**src/rtl/fpx_pkg.sv**
```systemverilog
package fpx_pkg;
  typedef enum logic [1:0] {E1_RES = 2'd0, E1_A = 2'd1, E1_BHALF = 2'd2, E1_ZERO = 2'd3} exp_src1_e;
  typedef enum logic [1:0] {E2_DIFF = 2'd0, E2_B = 2'd1, E2_C = 2'd2, E2_CONST = 2'd3} exp_src2_e;
  typedef enum logic [1:0] {S1_DIFF = 2'd0, S1_B = 2'd1, S1_SHIFT = 2'd2, S1_ZERO = 2'd3} sh_src1_e;
  typedef enum logic {S2_A = 1'b0, S2_CONST = 1'b1} sh_src2_e;

  function automatic int sh_const(input logic [3:0] code, input int emin);
    case (code)
      4'd0: return 0;
      4'd1: return 1;
      4'd2: return 4;
      4'd3: return 8;
      4'd4: return 32;
      4'd5: return 52;
      4'd6: return 56;
      4'd7: return 63;
      4'd8: return 64;
      4'd9: return emin;
      default: return 0;
    endcase
  endfunction

  function automatic int exp_const(input logic [1:0] code, input int emax, input int bias);
    case (code)
      2'd0: return 0;
      2'd1: return 56;
      2'd2: return emax;
      default: return bias;
    endcase
  endfunction
endpackage

```
**src/rtl/fpx_add2.sv**
```systemverilog
module fpx_add2 #(
  parameter int W = 13
) (
  input  logic [W-1:0] op1_i,
  input  logic         neg1_i,
  input  logic [W-1:0] op2_i,
  input  logic         neg2_i,
  output logic [W-1:0] sum_o
);
  logic [W-1:0] t1, t2, cin;
  // two's complement negate: invert and add one through the carry terms
  assign t1    = op1_i ^ {W{neg1_i}};
  assign t2    = op2_i ^ {W{neg2_i}};
  assign cin   = W'(neg1_i) + W'(neg2_i);
  assign sum_o = t1 + t2 + cin;
endmodule

```
**src/rtl/fpx_exp_sel.sv**
```systemverilog
module fpx_exp_sel #(
  parameter int W    = 13,
  parameter int EMAX = 1023,
  parameter int BIAS = 1536
) (
  input  logic [W-1:0] res_i,
  input  logic [W-1:0] diff_i,
  input  logic [W-1:0] a_i,
  input  logic [W-1:0] b_i,
  input  logic [W-1:0] c_i,
  input  logic [1:0]   sel1_i,
  input  logic [1:0]   sel2_i,
  input  logic [1:0]   csel_i,
  output logic [W-1:0] op1_o,
  output logic [W-1:0] op2_o
);
  import fpx_pkg::*;
  logic [W-1:0] kval;
  always_comb kval = W'(exp_const(csel_i, EMAX, BIAS));

  always_comb begin
    case (exp_src1_e'(sel1_i))
      E1_RES:   op1_o = res_i;
      E1_A:     op1_o = a_i;
      E1_BHALF: op1_o = {b_i[W-1], b_i[W-1:1]};
      default:  op1_o = '0;
    endcase
    case (exp_src2_e'(sel2_i))
      E2_DIFF: op2_o = diff_i;
      E2_B:    op2_o = b_i;
      E2_C:    op2_o = c_i;
      default: op2_o = kval;
    endcase
  end
endmodule

```
**src/rtl/fpx_shift_sel.sv**
```systemverilog
module fpx_shift_sel #(
  parameter int W    = 13,
  parameter int EMIN = -1022
) (
  input  logic [W-1:0] diff_i,
  input  logic [W-1:0] shift_i,
  input  logic [W-1:0] a_i,
  input  logic [W-1:0] b_i,
  input  logic [1:0]   sel1_i,
  input  logic         sel2_i,
  input  logic [3:0]   csel_i,
  output logic [W-1:0] op1_o,
  output logic [W-1:0] op2_o
);
  import fpx_pkg::*;
  logic [W-1:0] kval;
  always_comb kval = W'(sh_const(csel_i, EMIN));

  always_comb begin
    case (sh_src1_e'(sel1_i))
      S1_DIFF:  op1_o = diff_i;
      S1_B:     op1_o = b_i;
      S1_SHIFT: op1_o = shift_i;
      default:  op1_o = '0;
    endcase
    op2_o = (sh_src2_e'(sel2_i) == S2_CONST) ? kval : a_i;
  end
endmodule

```
**src/rtl/fpx_exp_shift.sv**
```systemverilog
module fpx_exp_shift #(
  parameter int EXP_W    = 13,
  parameter int LZC_W    = 7,
  parameter int EXP_MAX  = 1023,
  parameter int EXP_MIN  = -1022,
  parameter int OVF_BIAS = 1536
) (
  input  logic             clk_i,
  input  logic             rst_ni,
  input  logic [EXP_W-1:0] a_exp_i,
  input  logic [EXP_W-1:0] b_exp_i,
  input  logic [EXP_W-1:0] c_exp_i,
  input  logic [LZC_W-1:0] lzc_i,
  input  logic [1:0]       re_op1_sel_i,
  input  logic             re_neg1_i,
  input  logic [1:0]       re_op2_sel_i,
  input  logic             re_neg2_i,
  input  logic [1:0]       re_const_sel_i,
  input  logic             re_set_i,
  input  logic [1:0]       sh_op1_sel_i,
  input  logic             sh_neg1_i,
  input  logic             sh_op2_sel_i,
  input  logic             sh_neg2_i,
  input  logic [3:0]       sh_const_sel_i,
  input  logic             sh_use_lzc_i,
  output logic [EXP_W-1:0] res_exp_o,
  output logic [EXP_W-1:0] shift_o
);
  localparam int PAD_W = EXP_W - LZC_W;

  logic [EXP_W-1:0] res_q, sh_q, diff;
  logic [EXP_W-1:0] e_op1, e_op2, e_sum;
  logic [EXP_W-1:0] s_op1, s_op2, s_sum, s_next;

  assign diff = res_q - sh_q;

  fpx_exp_sel #(.W(EXP_W), .EMAX(EXP_MAX), .BIAS(OVF_BIAS)) u_esel (
    .res_i(res_q), .diff_i(diff), .a_i(a_exp_i), .b_i(b_exp_i), .c_i(c_exp_i),
    .sel1_i(re_op1_sel_i), .sel2_i(re_op2_sel_i), .csel_i(re_const_sel_i),
    .op1_o(e_op1), .op2_o(e_op2)
  );

  fpx_shift_sel #(.W(EXP_W), .EMIN(EXP_MIN)) u_ssel (
    .diff_i(diff), .shift_i(sh_q), .a_i(a_exp_i), .b_i(b_exp_i),
    .sel1_i(sh_op1_sel_i), .sel2_i(sh_op2_sel_i), .csel_i(sh_const_sel_i),
    .op1_o(s_op1), .op2_o(s_op2)
  );

  fpx_add2 #(.W(EXP_W)) u_eadd (
    .op1_i(e_op1), .neg1_i(re_neg1_i), .op2_i(e_op2), .neg2_i(re_neg2_i), .sum_o(e_sum)
  );

  fpx_add2 #(.W(EXP_W)) u_sadd (
    .op1_i(s_op1), .neg1_i(sh_neg1_i), .op2_i(s_op2), .neg2_i(sh_neg2_i), .sum_o(s_sum)
  );

  // leading-zero count joins after the adder to keep it off the carry chain
  generate
    if (PAD_W > 0) begin : g_pad
      assign s_next = sh_use_lzc_i ? {{PAD_W{1'b0}}, lzc_i} : s_sum;
    end else begin : g_nopad
      assign s_next = sh_use_lzc_i ? lzc_i[EXP_W-1:0] : s_sum;
    end
  endgenerate

  always_ff @(posedge clk_i or negedge rst_ni) begin
    if (!rst_ni) begin
      res_q <= '0;
      sh_q  <= '0;
    end else begin
      if (re_set_i) res_q <= e_sum;
      sh_q <= s_next;
    end
  end

  assign res_exp_o = res_q;
  assign shift_o   = sh_q;
endmodule

```
**config.mk**
```make
export PLATFORM = sky130hd
export DESIGN_NAME = fpx_exp_shift
export DESIGN_NICKNAME = d
export VERILOG_FILES = /design/src/rtl/fpx_pkg.sv /design/src/rtl/fpx_add2.sv /design/src/rtl/fpx_exp_sel.sv /design/src/rtl/fpx_shift_sel.sv /design/src/rtl/fpx_exp_shift.sv
export SDC_FILE = /design/constraint.sdc
export NUM_CORES = 1
export LEC_CHECK = 0
export BUFFER_PORTS_ARGS = -buffer_cell sky130_fd_sc_hd__buf_2
export CAP_MARGIN = 15
export CORE_UTILIZATION = 52
export CTS_CLUSTER_DIAMETER = 40
export DETAILED_ROUTE_END_ITERATION = 10
export PLACE_DENSITY = 0.9
export SETUP_SLACK_MARGIN = 0.2
export SYNTH_ARGS = -nofsm -noshare
export SYNTH_HDL_FRONTEND = slang
export SYNTH_SLANG_ARGS = --single-unit
```
**constraint.sdc**
```tcl
create_clock -name clk_i -period 4.1 [get_ports clk_i]
set_input_delay 1.23 -clock clk_i [delete_from_list [all_inputs] [get_ports clk_i]]
set_output_delay 1.23 -clock clk_i [all_outputs]
set_load 0.01 [all_outputs]
```
==> impl_metrics.ini, run 1 <==
[final_layout]
fillers = 510
final_core_util_pct = 75.0
final_cell_area_um2 = 6160
fin_nets = 830
layoutNonFillerInstCount = 802
regArea_um2 = 651
layout-drive-gt1-share_pct = 38.9
multi_input_area_um2 = 3980
diodes = 0
synthToLayoutAreaGrowth_pct = 39.1

[timing]
fin_crit_ns = 4.14
final_hold_viol_count = 0
slew_violations = 0
worstMarginPinSlew_ns = 0.648
slew_headroom_pct = 56.8
setup_viol = 4
fin_setup_tns_ns = -0.130
rsz0062_at_grt = yes
max_freq_mhz = 241
fin_crit_sh_pct = 101
clock_skew_ns = 0.00849
setup_slack_ns = -0.0417

[pwr]
pwr-share-clk_pct = 3.4
pwr-share-comb_pct = 87.1
power_mw = 5.81
irDropWorstVdd_uv = 585
total_leakage_power_nw = 2.88
swShare_pct = 49.1
powerDensity_nw_per_um2 = 944
pwr-share-seq_pct = 9.5
p_switching_mw = 2.86
p_int_mw = 2.96

[setup_path]
worstSetupEndpointType = register
path_cells = ha_4 > fa_2 > inv_2 > mux4_2 > xnor2_2 > fa_1 > inv_2 > ha_4 > inv_2 > fa_2 > nor2b_4 > o21ai_2 > a21boi_2 > o21ai_2 > a21boi_2 > or3_1 > nand4_1
path_class = reg2reg
critPathTopFamily = adder cells
path_max_fanout = 5
slowest_stage = fa_2
path_buf_inv = 3
crit_top_cell = inv_2
arrival_ns = 4.32
cp-start-kind = register
crit_required_ns = 4.28
crit_path_max_incr_delay_ns = 0.59

[synth]
async_flop_share_pct = 100
avgSynthCellArea_um2 = 8.15
yosysSeqAreaShare_pct = 14.7
syn_area_um2 = 4430
ys.flop_type = dfrtp_1
synth.net_count = 675
yosysWarnings = 0
synth_cell_types = 55
synth_edf_count = 0
syn_inst = 543
ys_ff_latch = 26

[placement]
dp.cells = 766
dpl-instance-area_um2 = 5430
dp_hpwl_um = 11400
gp_congestion = 0.992
io_buffers = 92

[cts]
cts_tree = yes
cts_buffers = 3
cts_sinks = 26
clk_path_buf_depth = 2
hold_buffers = 0
htreeDepth = 1
root_buffer = clkbuf_8
clk_latency_ns = 0.30
cts.clk_slew.worst_paths_ns = 0.12

[die]
placementRows = 33
pin_count = 93
initial_utilization_pct = 53.9
core-area_um2 = 8220
fp.dieH_um = 94.3
die_w_um = 94.3
dieArea_um2 = 8890

[detailed_routing]
post_drt_wl_per_cell_um = 20.8
vias_per_cell = 6.31
vias = 5061
dr.pass1.iters = 8
drt-initial-drc-count = 601
wirelength_um = 16700
postRouteAntennaNets = 0
wl_met2_um = 8080
top_layer_used = met4
wl_met3_um = 1600
wl_met1_um = 5880
drc_errors = 0

[global_route]
grt_pass1_vias = 4659
antenna_found_initial = 0
overflow = 0
grt_use_total_pct = 33.1
grt_pass1_wl_um = 22500
grt_max_degree = 27

[run]
maxCapViolations = 0

[run_status]
violations = negative setup slack
outcome = complete, but fails checks

[min_path]
min_path_type = reg2reg
layer usage:
layer / up-vias / track usage [%]
li1: 2239 / -
met1: 2354 / 39.9
met2: 358 / 57.7
met3: 110 / 3.64
met4: 0 / 16.7
met5: - / 0
timing repair:
item | CTS | global route
setup endpoints to repair | 10 | 14
setup buffers | 22 | 10
resized for setup | 23 | 67
pin swaps | 27 | 36
worst paths after layout:
path,cells past startpoint,start,endpoint,slack (ns)
setup / recovery,17,shift_o[0],res_exp_o[9],-0.04
hold / removal,2,res_exp_o[0],res_exp_o[0],0.63
setup reg to reg,17,shift_o[0],res_exp_o[9],-0.04
hold reg to reg,2,res_exp_o[0],res_exp_o[0],0.63
max in group asynchronous,1,rst_ni,shift_o[12],2.73
min in group asynchronous,1,rst_ni,res_exp_o[5],0.94
state kept, by name (all words and copies together), names as in the netlist:
name	flops
shift_o	13
res_exp_o	13
logic make-up after synthesis:
group	share of synthesized area, %
XOR/XNOR	14.8
AO/OA/AOI/OAI	21.5
adder cells (fa/ha/maj)	19.6
buffers and inverters	5.37
multiplexers	9.86
flip-flops	14.7
AND/OR/NAND/NOR	14.1
worst register-to-register path: stages, from the launching register on:
cell	delay, ns
dfrtp_1	0.45
ha_4	0.19
fa_2	0.59
inv_2	0.05
mux4_2	0.48
xnor2_2	0.16
fa_1	0.47
inv_2	0.08
ha_4	0.14
inv_2	0.04
fa_2	0.37
nor2b_4	0.14
o21ai_2	0.08
a21boi_2	0.21
o21ai_2	0.11
a21boi_2	0.25
or3_1	0.16
nand4_1	0.07
cell usage in the layout, fill, tap and decap left out, drive strengths merged, types with 6 or more instances in the layout:
| cell type | Yosys | final |
|---|---|---|
| a21o | 8 | 8 |
| mux2 | 7 | 7 |
| o21ai | 46 | 46 |
| buf | 6 | 179 |
| inv | 34 | 34 |
| o21a | 9 | 9 |
| fa | 7 | 7 |
| nor2b | 12 | 12 |
| mux4 | 7 | 7 |
| mux2i | 20 | 20 |
| nand2b | 9 | 9 |
| xor2 | 24 | 24 |
| ha | 58 | 58 |
| nand2 | 45 | 45 |
| o31ai | 6 | 6 |
| dfrtp | 26 | 26 |
| nor3 | 8 | 8 |
| nor2 | 40 | 40 |
| xnor2 | 51 | 51 |
| a21oi | 36 | 36 |
stage by stage:
step           hold WS (ns)  worst slack [ns]
5_1_grt               0.647            -0.246
2_1_floorplan         0.558            0.0490
6_report              0.630           -0.0417
4_1_cts               0.622           -0.0513
3_5_place_dp          0.599            -0.485
3_3_place_gp          0.570            -0.258
Yosys cell counts (4+ instances only):
cell,n,area (µm²)
o21ai_1,7,35.0
nand2_1,45,169
a211oi_1,4,30.0
nor2_1,40,150
o211ai_1,4,30.0
o31ai_1,6,45.0
fa_1,7,140
clkbuf_1,23,86.3
o21a_1,9,67.6
a21oi_1,36,180
a21o_1,8,60.1
dfrtp_1,26,651
nor3_1,7,35.0
mux4_2,7,158
ha_1,58,726
nor4_1,5,31.3
mux2_2,6,67.6
o21ai_0,38,190
xor2_1,24,210
xnor2_1,51,447
a31oi_1,4,25.0
inv_1,34,128
mux2i_1,20,200
buf_1,5,18.8
nor2b_1,12,75.1
nand2b_1,9,56.3
cell type report:
type	count	share of cell area, %
clock buffer	4	0.894
inverter	34	2.28
multi-input combinational	454	64.6
sequential	26	10.6
tap	105	2.13
timing repair buffer	179	19.5
power groups by stage:
stage	clock network, mW	logic [mW]	registers [mW]
4_1_cts	0.191	4.07	0.530
5_1_grt	0.211	5.38	0.551
3_5_place_dp	0	3.75	0.536
2_1_floorplan	0	2.59	0.551
6_report	0.198	5.06	0.551
3_3_place_gp	0	3.53	0.535
Power figures use the tool's default switching activity.
==> run 2, diff against run 1 <==
--- a/config.mk
+++ b/config.mk
@@ -7,10 +7,11 @@
 export LEC_CHECK = 0
 export BUFFER_PORTS_ARGS = -buffer_cell sky130_fd_sc_hd__buf_2
 export CAP_MARGIN = 15
-export CORE_UTILIZATION = 52
+export CORE_UTILIZATION = 29
 export CTS_CLUSTER_DIAMETER = 40
+export CTS_CLUSTER_SIZE = 12
 export DETAILED_ROUTE_END_ITERATION = 10
-export PLACE_DENSITY = 0.9
+export PLACE_DENSITY = 0.58
 export SETUP_SLACK_MARGIN = 0.2
 export SYNTH_ARGS = -nofsm -noshare
 export SYNTH_HDL_FRONTEND = slang
==> constraint.sdc (replaced) <==
create_clock -name clk_i -period 5.15 [get_ports clk_i]
set_input_delay 1.545 -clock clk_i [delete_from_list [all_inputs] [get_ports clk_i]]
set_output_delay 1.545 -clock clk_i [all_outputs]
set_load 0.01 [all_outputs]
==> run 2 against run 1 <==
  * The flow finishes with violations (design-rule violations)
  * Die area increased by 77%
  * First-iteration DRC count decreased by 60%
  * Hold slack got worse by 0.015 ns
  * Flip-flop and latch count unchanged
  * Clock power increased by 23%
  * Setup slack improved by 0.49 ns
  * Sequential share of layout area increased by 2.0 points
  * Clock skew about the same
  * Global-route usage decreased by 15 points
  * Routed wire length decreased by 16%
  * Register-to-register slack improved by 0.73 ns
  * Critical path type is now in2reg
  * Largest power group unchanged
  * Highest routed layer unchanged
==> impl_metrics.ini, run 2 (same netlist as run 1, synthesis figures left out) <==
[global_route]
antenna_found_initial = 0
grt_pass1_vias = 4250
overflow = 0
grt_use_total_pct = 18.0
grt_pass1_wl_um = 22300
grt_max_degree = 27

[min_path]
min_path_type = reg2reg
min_path_cells = 2
min_to = res_exp_o[12]
min_from = res_exp_o[12]

[final_layout]
fin_nets = 751
layout-drive-gt1-share_pct = 20.6
layout_commonest_cell = buf_2
diodes = 0
synthToLayoutAreaGrowth_pct = 17.2
layout_common_cells = 92 x buf_2, 58 x ha_1, 50 x xnor2_1
fillers = 1510
final_core_util_pct = 35.3

[cts]
cts_resized = 0
root_buffer = clkbuf_16
clk_path_buf_depth = 2
cts_sinks = 26
cts_setup_buffers = 0
clk_latency_ns = 0.28
htreeDepth = 1
cts.clk_slew.worst_paths_ns = 0.08
hold_buffers = 0
cts_buffers = 3
cts_tree = yes

[setup_path]
path_class = in2reg
reg2regPathDepth = 18
r2r-start = res_exp_o[0]
arrival_ns = 4.87
path_buf_inv = 2
r2r_end = res_exp_o[12]
crit_required_ns = 5.31
critPathTopFamily = compound AO/OA/AOI/OAI gates
cp-start-kind = input pin
reg2reg_slack_ns = 0.69
worstSetupEndpointType = register
path_cells = buf_2 > nand2b_1 > o21ai_0 > a31oi_1 > xnor2_2 > fa_1 > ha_1 > inv_1 > fa_1 > nor2b_1 > o21ai_0 > a21boi_1 > o21ai_0 > a21oi_2 > a31oi_1 > mux2_1
crit_top_cell = o21ai_0
slowest_stage = fa_1
crit_path_max_incr_delay_ns = 0.54
path_max_fanout = 5

[die]
core-area_um2 = 14700
fp.dieH_um = 126
initial_utilization_pct = 30.1
dieArea_um2 = 15800
placementRows = 44
die_w_um = 126
pin_count = 93

[detailed_routing]
vias = 4189
postRouteAntennaNets = 0
wirelength_um = 14000
dr.pass1.iters = 7
drc_errors = 3
drt-initial-drc-count = 239
post_drt_wl_per_cell_um = 17.4
vias_per_cell = 5.22

[run_status]
violations = design-rule violations
outcome = complete, but fails checks

[placement]
dp_hpwl_um = 12000
dp_slack_ns = 0.186
gp_congestion = 0.914
io_buffers = 92

[timing]
fin_setup_tns_ns = 0
max_freq_mhz = 213
worstMarginPinSlew_ns = 0.693
setup_slack_ns = 0.449
holdWs_ns = 0.615
slew_violations = 0
rsz0062_at_grt = yes
setup_viol = 0
slew_headroom_pct = 53.8
fin_crit_ns = 4.70
fin_crit_sh_pct = 91.3
final_hold_viol_count = 0
clock_skew_ns = 0.00826

[pwr]
powerDensity_nw_per_um2 = 661
irDropWorstVdd_uv = 309
total_leakage_power_nw = 2.43
power_mw = 3.43

[run]
maxCapViolations = 0
## run 2: tightest hold or removal path, delay by kind of cell, from the launching register on
family	cells	cell delay, ns
AND/OR/NAND/NOR	1	0.07
AO/OA/AOI/OAI	1	0.06
flip-flops	1	0.45
## run 2: layout make-up
type                       count  area [µm²]  area share (%)
sequential                    26         651            12.5
clock buffer                   3        75.1            1.45
timing repair buffer         100         520            10.0
inverter                      34         128            2.46
multi-input combinational    454        3550            68.5
tap                          184         230            4.44
clock inverter                 1        30.0           0.579
## run 2: how the worst max path moves through the flow
stage / start / end / slack (ns) / cells past startpoint
6_report: sh_const_sel_i[1] / shift_o[11] / 0.45 / 16
5_1_grt: sh_const_sel_i[1] / shift_o[11] / 0.20 / 17
4_1_cts: sh_const_sel_i[1] / shift_o[11] / 0.48 / 16
3_5_place_dp: sh_const_sel_i[1] / shift_o[11] / 0.19 / 16
3_3_place_gp: re_const_sel_i[0] / res_exp_o[9] / 0.28 / 17
2_1_floorplan: re_op2_sel_i[0] / res_exp_o[9] / 0.25 / 15
## run 2: layer usage
metal  GRT usage (%)  vias up  part of all wire [%]
met5               0        -                     0
met4            7.32        0                   4.1
met3            3.08       36                   6.9
met2            30.3      168                    46
met1            22.8     1907                    43
li1                -     2078                     -
## run 2: power by group
group	switching (mW)	leakage, nW	total [mW]	internal, mW
clock	0.0878	0.0511	0.243	0.155
combinational	1.50	2.06	2.73	1.23
sequential	0.146	0.314	0.455	0.309
total	1.73	2.43	3.43	1.70
## run 2: through the flow
step                      instances  area (µm²)
after global placement          798        5070
after global routing            802        5190
after floorplan                 543        4430
after CTS                       802        5170
after detailed placement        798        5070
final                           802        5190
==> run 3, diff against run 2 <==
--- a/config.mk
+++ b/config.mk
@@ -7,11 +7,11 @@
 export LEC_CHECK = 0
 export BUFFER_PORTS_ARGS = -buffer_cell sky130_fd_sc_hd__buf_2
 export CAP_MARGIN = 15
-export CORE_UTILIZATION = 29
+export CORE_UTILIZATION = 61
 export CTS_CLUSTER_DIAMETER = 40
 export CTS_CLUSTER_SIZE = 12
 export DETAILED_ROUTE_END_ITERATION = 10
-export PLACE_DENSITY = 0.58
+export PLACE_DENSITY = 0.95
 export SETUP_SLACK_MARGIN = 0.2
 export SYNTH_ARGS = -nofsm -noshare
 export SYNTH_HDL_FRONTEND = slang
==> run 3 against run 2 <==
  * The flow now finishes without violations
  * Maximum frequency down 1.4%
  * Global-route usage up 16 points
  * Combinational power down 2%
  * Via count up 6.2%
  * Highest routed layer unchanged
==> impl_metrics.ini, run 3 (same netlist as run 1, synthesis figures left out) <==
[run_status]
outcome = complete, no violations

[final_layout]
layout_common_cells = 92 x buf_2, 58 x ha_1, 51 x xnor2_1
layout-drive-gt1-share_pct = 20.3
fillers = 568
fin_nets = 751
final_core_util_pct = 72.5
final_cell_area_um2 = 5000
multi_input_area_um2 = 3540
layout_commonest_cell = buf_2
diodes = 0
regArea_um2 = 651
synthToLayoutAreaGrowth_pct = 13.1

[cts]
cts_tree = yes
cts.clk_slew.worst_paths_ns = 0.10
clk_path_buf_depth = 2
root_buffer = clkbuf_8
clk_latency_ns = 0.28
cts_sinks = 26
cts_buffers = 3
cts_resized = 0
cts_setup_buffers = 0
hold_buffers = 0
htreeDepth = 1

[setup_path]
path_cells = buf_2 > inv_1 > ha_1 > buf_4 > mux4_2 > xor2_1 > fa_1 > ha_1 > inv_1 > fa_1 > nor2b_1 > o21ai_1 > a21boi_1 > o21ai_0 > a21boi_2 > or3_1 > nand4_1
worstSetupEndpointType = register
path_max_fanout = 6
slowest_stage = mux4_2
crit_path_max_incr_delay_ns = 0.48
path_class = in2reg
cp-start-kind = input pin
arrival_ns = 4.99
reg2reg_slack_ns = 0.61
crit_required_ns = 5.37

[detailed_routing]
vias_per_cell = 6.24
dr.pass1.iters = 5
wirelength_um = 12300
drc_errors = 0
drt-initial-drc-count = 277
post_drt_wl_per_cell_um = 17.3
postRouteAntennaNets = 0
vias = 4447

[pwr]
total_leakage_power_nw = 2.39
pwr-share-clk_pct = 3.9
irDropWorstVdd_uv = 361
pwr-share-comb_pct = 82.9
pwr-share-seq_pct = 13.3
powerDensity_nw_per_um2 = 646
p_int_mw = 1.59
p_switching_mw = 1.64
swShare_pct = 50.9

[timing]
slew_violations = 0
clock_skew_ns = 0.00608
holdWs_ns = 0.599
fin_setup_tns_ns = 0
rsz0062_at_grt = no
final_hold_viol_count = 0
fin_crit_ns = 4.77
worstMarginPinSlew_ns = 0.662
fin_crit_sh_pct = 92.6
setup_viol = 0
max_freq_mhz = 210
slew_headroom_pct = 55.9

[die]
initial_utilization_pct = 64.1
fp.dieH_um = 87.2
die_w_um = 87.2
placementRows = 30
pin_count = 93
core-area_um2 = 6910
dieArea_um2 = 7600

[placement]
gp_congestion = 0.933
dp_hpwl_um = 10100
io_buffers = 92
dpl-instance-area_um2 = 4960

[global_route]
grt_max_degree = 27
grt_pass1_wl_um = 19900
grt_use_total_pct = 33.9
overflow = 0
antenna_found_initial = 0
grt_pass1_vias = 4385

[run]
maxCapViolations = 0

[min_path]
min_path_type = reg2reg
## run 3: cell types whose count changed in the layout (fill, tap and decap cells not counted)
cell,delta
nor2b_2,+1
a21oi_2,-1
clkbuf_8,+3
clkbuf_16,-3
bufinv_16,-1
xnor2_2,-1
xnor2_1,+1
a21oi_1,+1
nor2b_1,-1
## run 3: final timing paths
| path | start | to | cells past startpoint |
|---|---|---|---|
| setup / recovery | re_const_sel_i[0] | res_exp_o[9] | 17 |
| hold / removal | res_exp_o[4] | res_exp_o[4] | 1 |
| setup reg to reg | res_exp_o[0] | res_exp_o[12] | 18 |
| hold reg to reg | res_exp_o[4] | res_exp_o[4] | 1 |
| max in group asynchronous | rst_ni | shift_o[10] | 1 |
| min in group asynchronous | rst_ni | shift_o[0] | 1 |
## run 3: final cells by class
| cell class | instances | area share [%] |
|---|---|---|
| clock buffers | 3 | 0.825 |
| inverters | 34 | 2.55 |
| multi-input cells | 454 | 70.8 |
| flip-flops and latches | 26 | 13.0 |
| repair buffers | 100 | 10.4 |
| well taps | 96 | 2.40 |
## run 3: stage by stage
stage	std cells	setup WS, ns	total power [mW]
CTS	713	0.394	3.20
finish	713	0.382	3.23
detailed placement	710	0.0904	3.04
global placement	710	0.263	2.93
floorplan	543	0.253	2.46
global route	713	0.194	3.54
## run 3: metal layers
| layer | GRT usage (%) | wire (µm) | vias to the layer above | share of wire [%] |
|---|---|---|---|---|
| met5 | 0 | 0 | - | 0 |
| met4 | 16.4 | 546 | 0 | 4.4 |
| met3 | 3.03 | 821 | 57 | 6.7 |
| met2 | 59.2 | 5950 | 230 | 48 |
| met1 | 42.1 | 4990 | 2085 | 41 |
| li1 | - | - | 2075 | - |
## run 3: power by group through the flow
| stage | Clock (mW) | Combinational, mW | Sequential [mW] |
|---|---|---|---|
| after detailed placement | 0 | 2.61 | 0.430 |
| after CTS | 0.126 | 2.65 | 0.427 |
| after global routing | 0.132 | 2.97 | 0.438 |
| after floorplan | 0 | 2.02 | 0.439 |
| final | 0.124 | 2.68 | 0.429 |
| after global placement | 0 | 2.50 | 0.429 |
## run 3: critical path, delay by kind of cell
family,cells,cell delay (ns)
buffers and inverters,4,0.39
multiplexers,1,0.48
AO/OA/AOI/OAI,4,0.79
adder cells (fa/ha/maj),4,1.09
AND/OR/NAND/NOR,3,0.50
XOR/XNOR,1,0.18
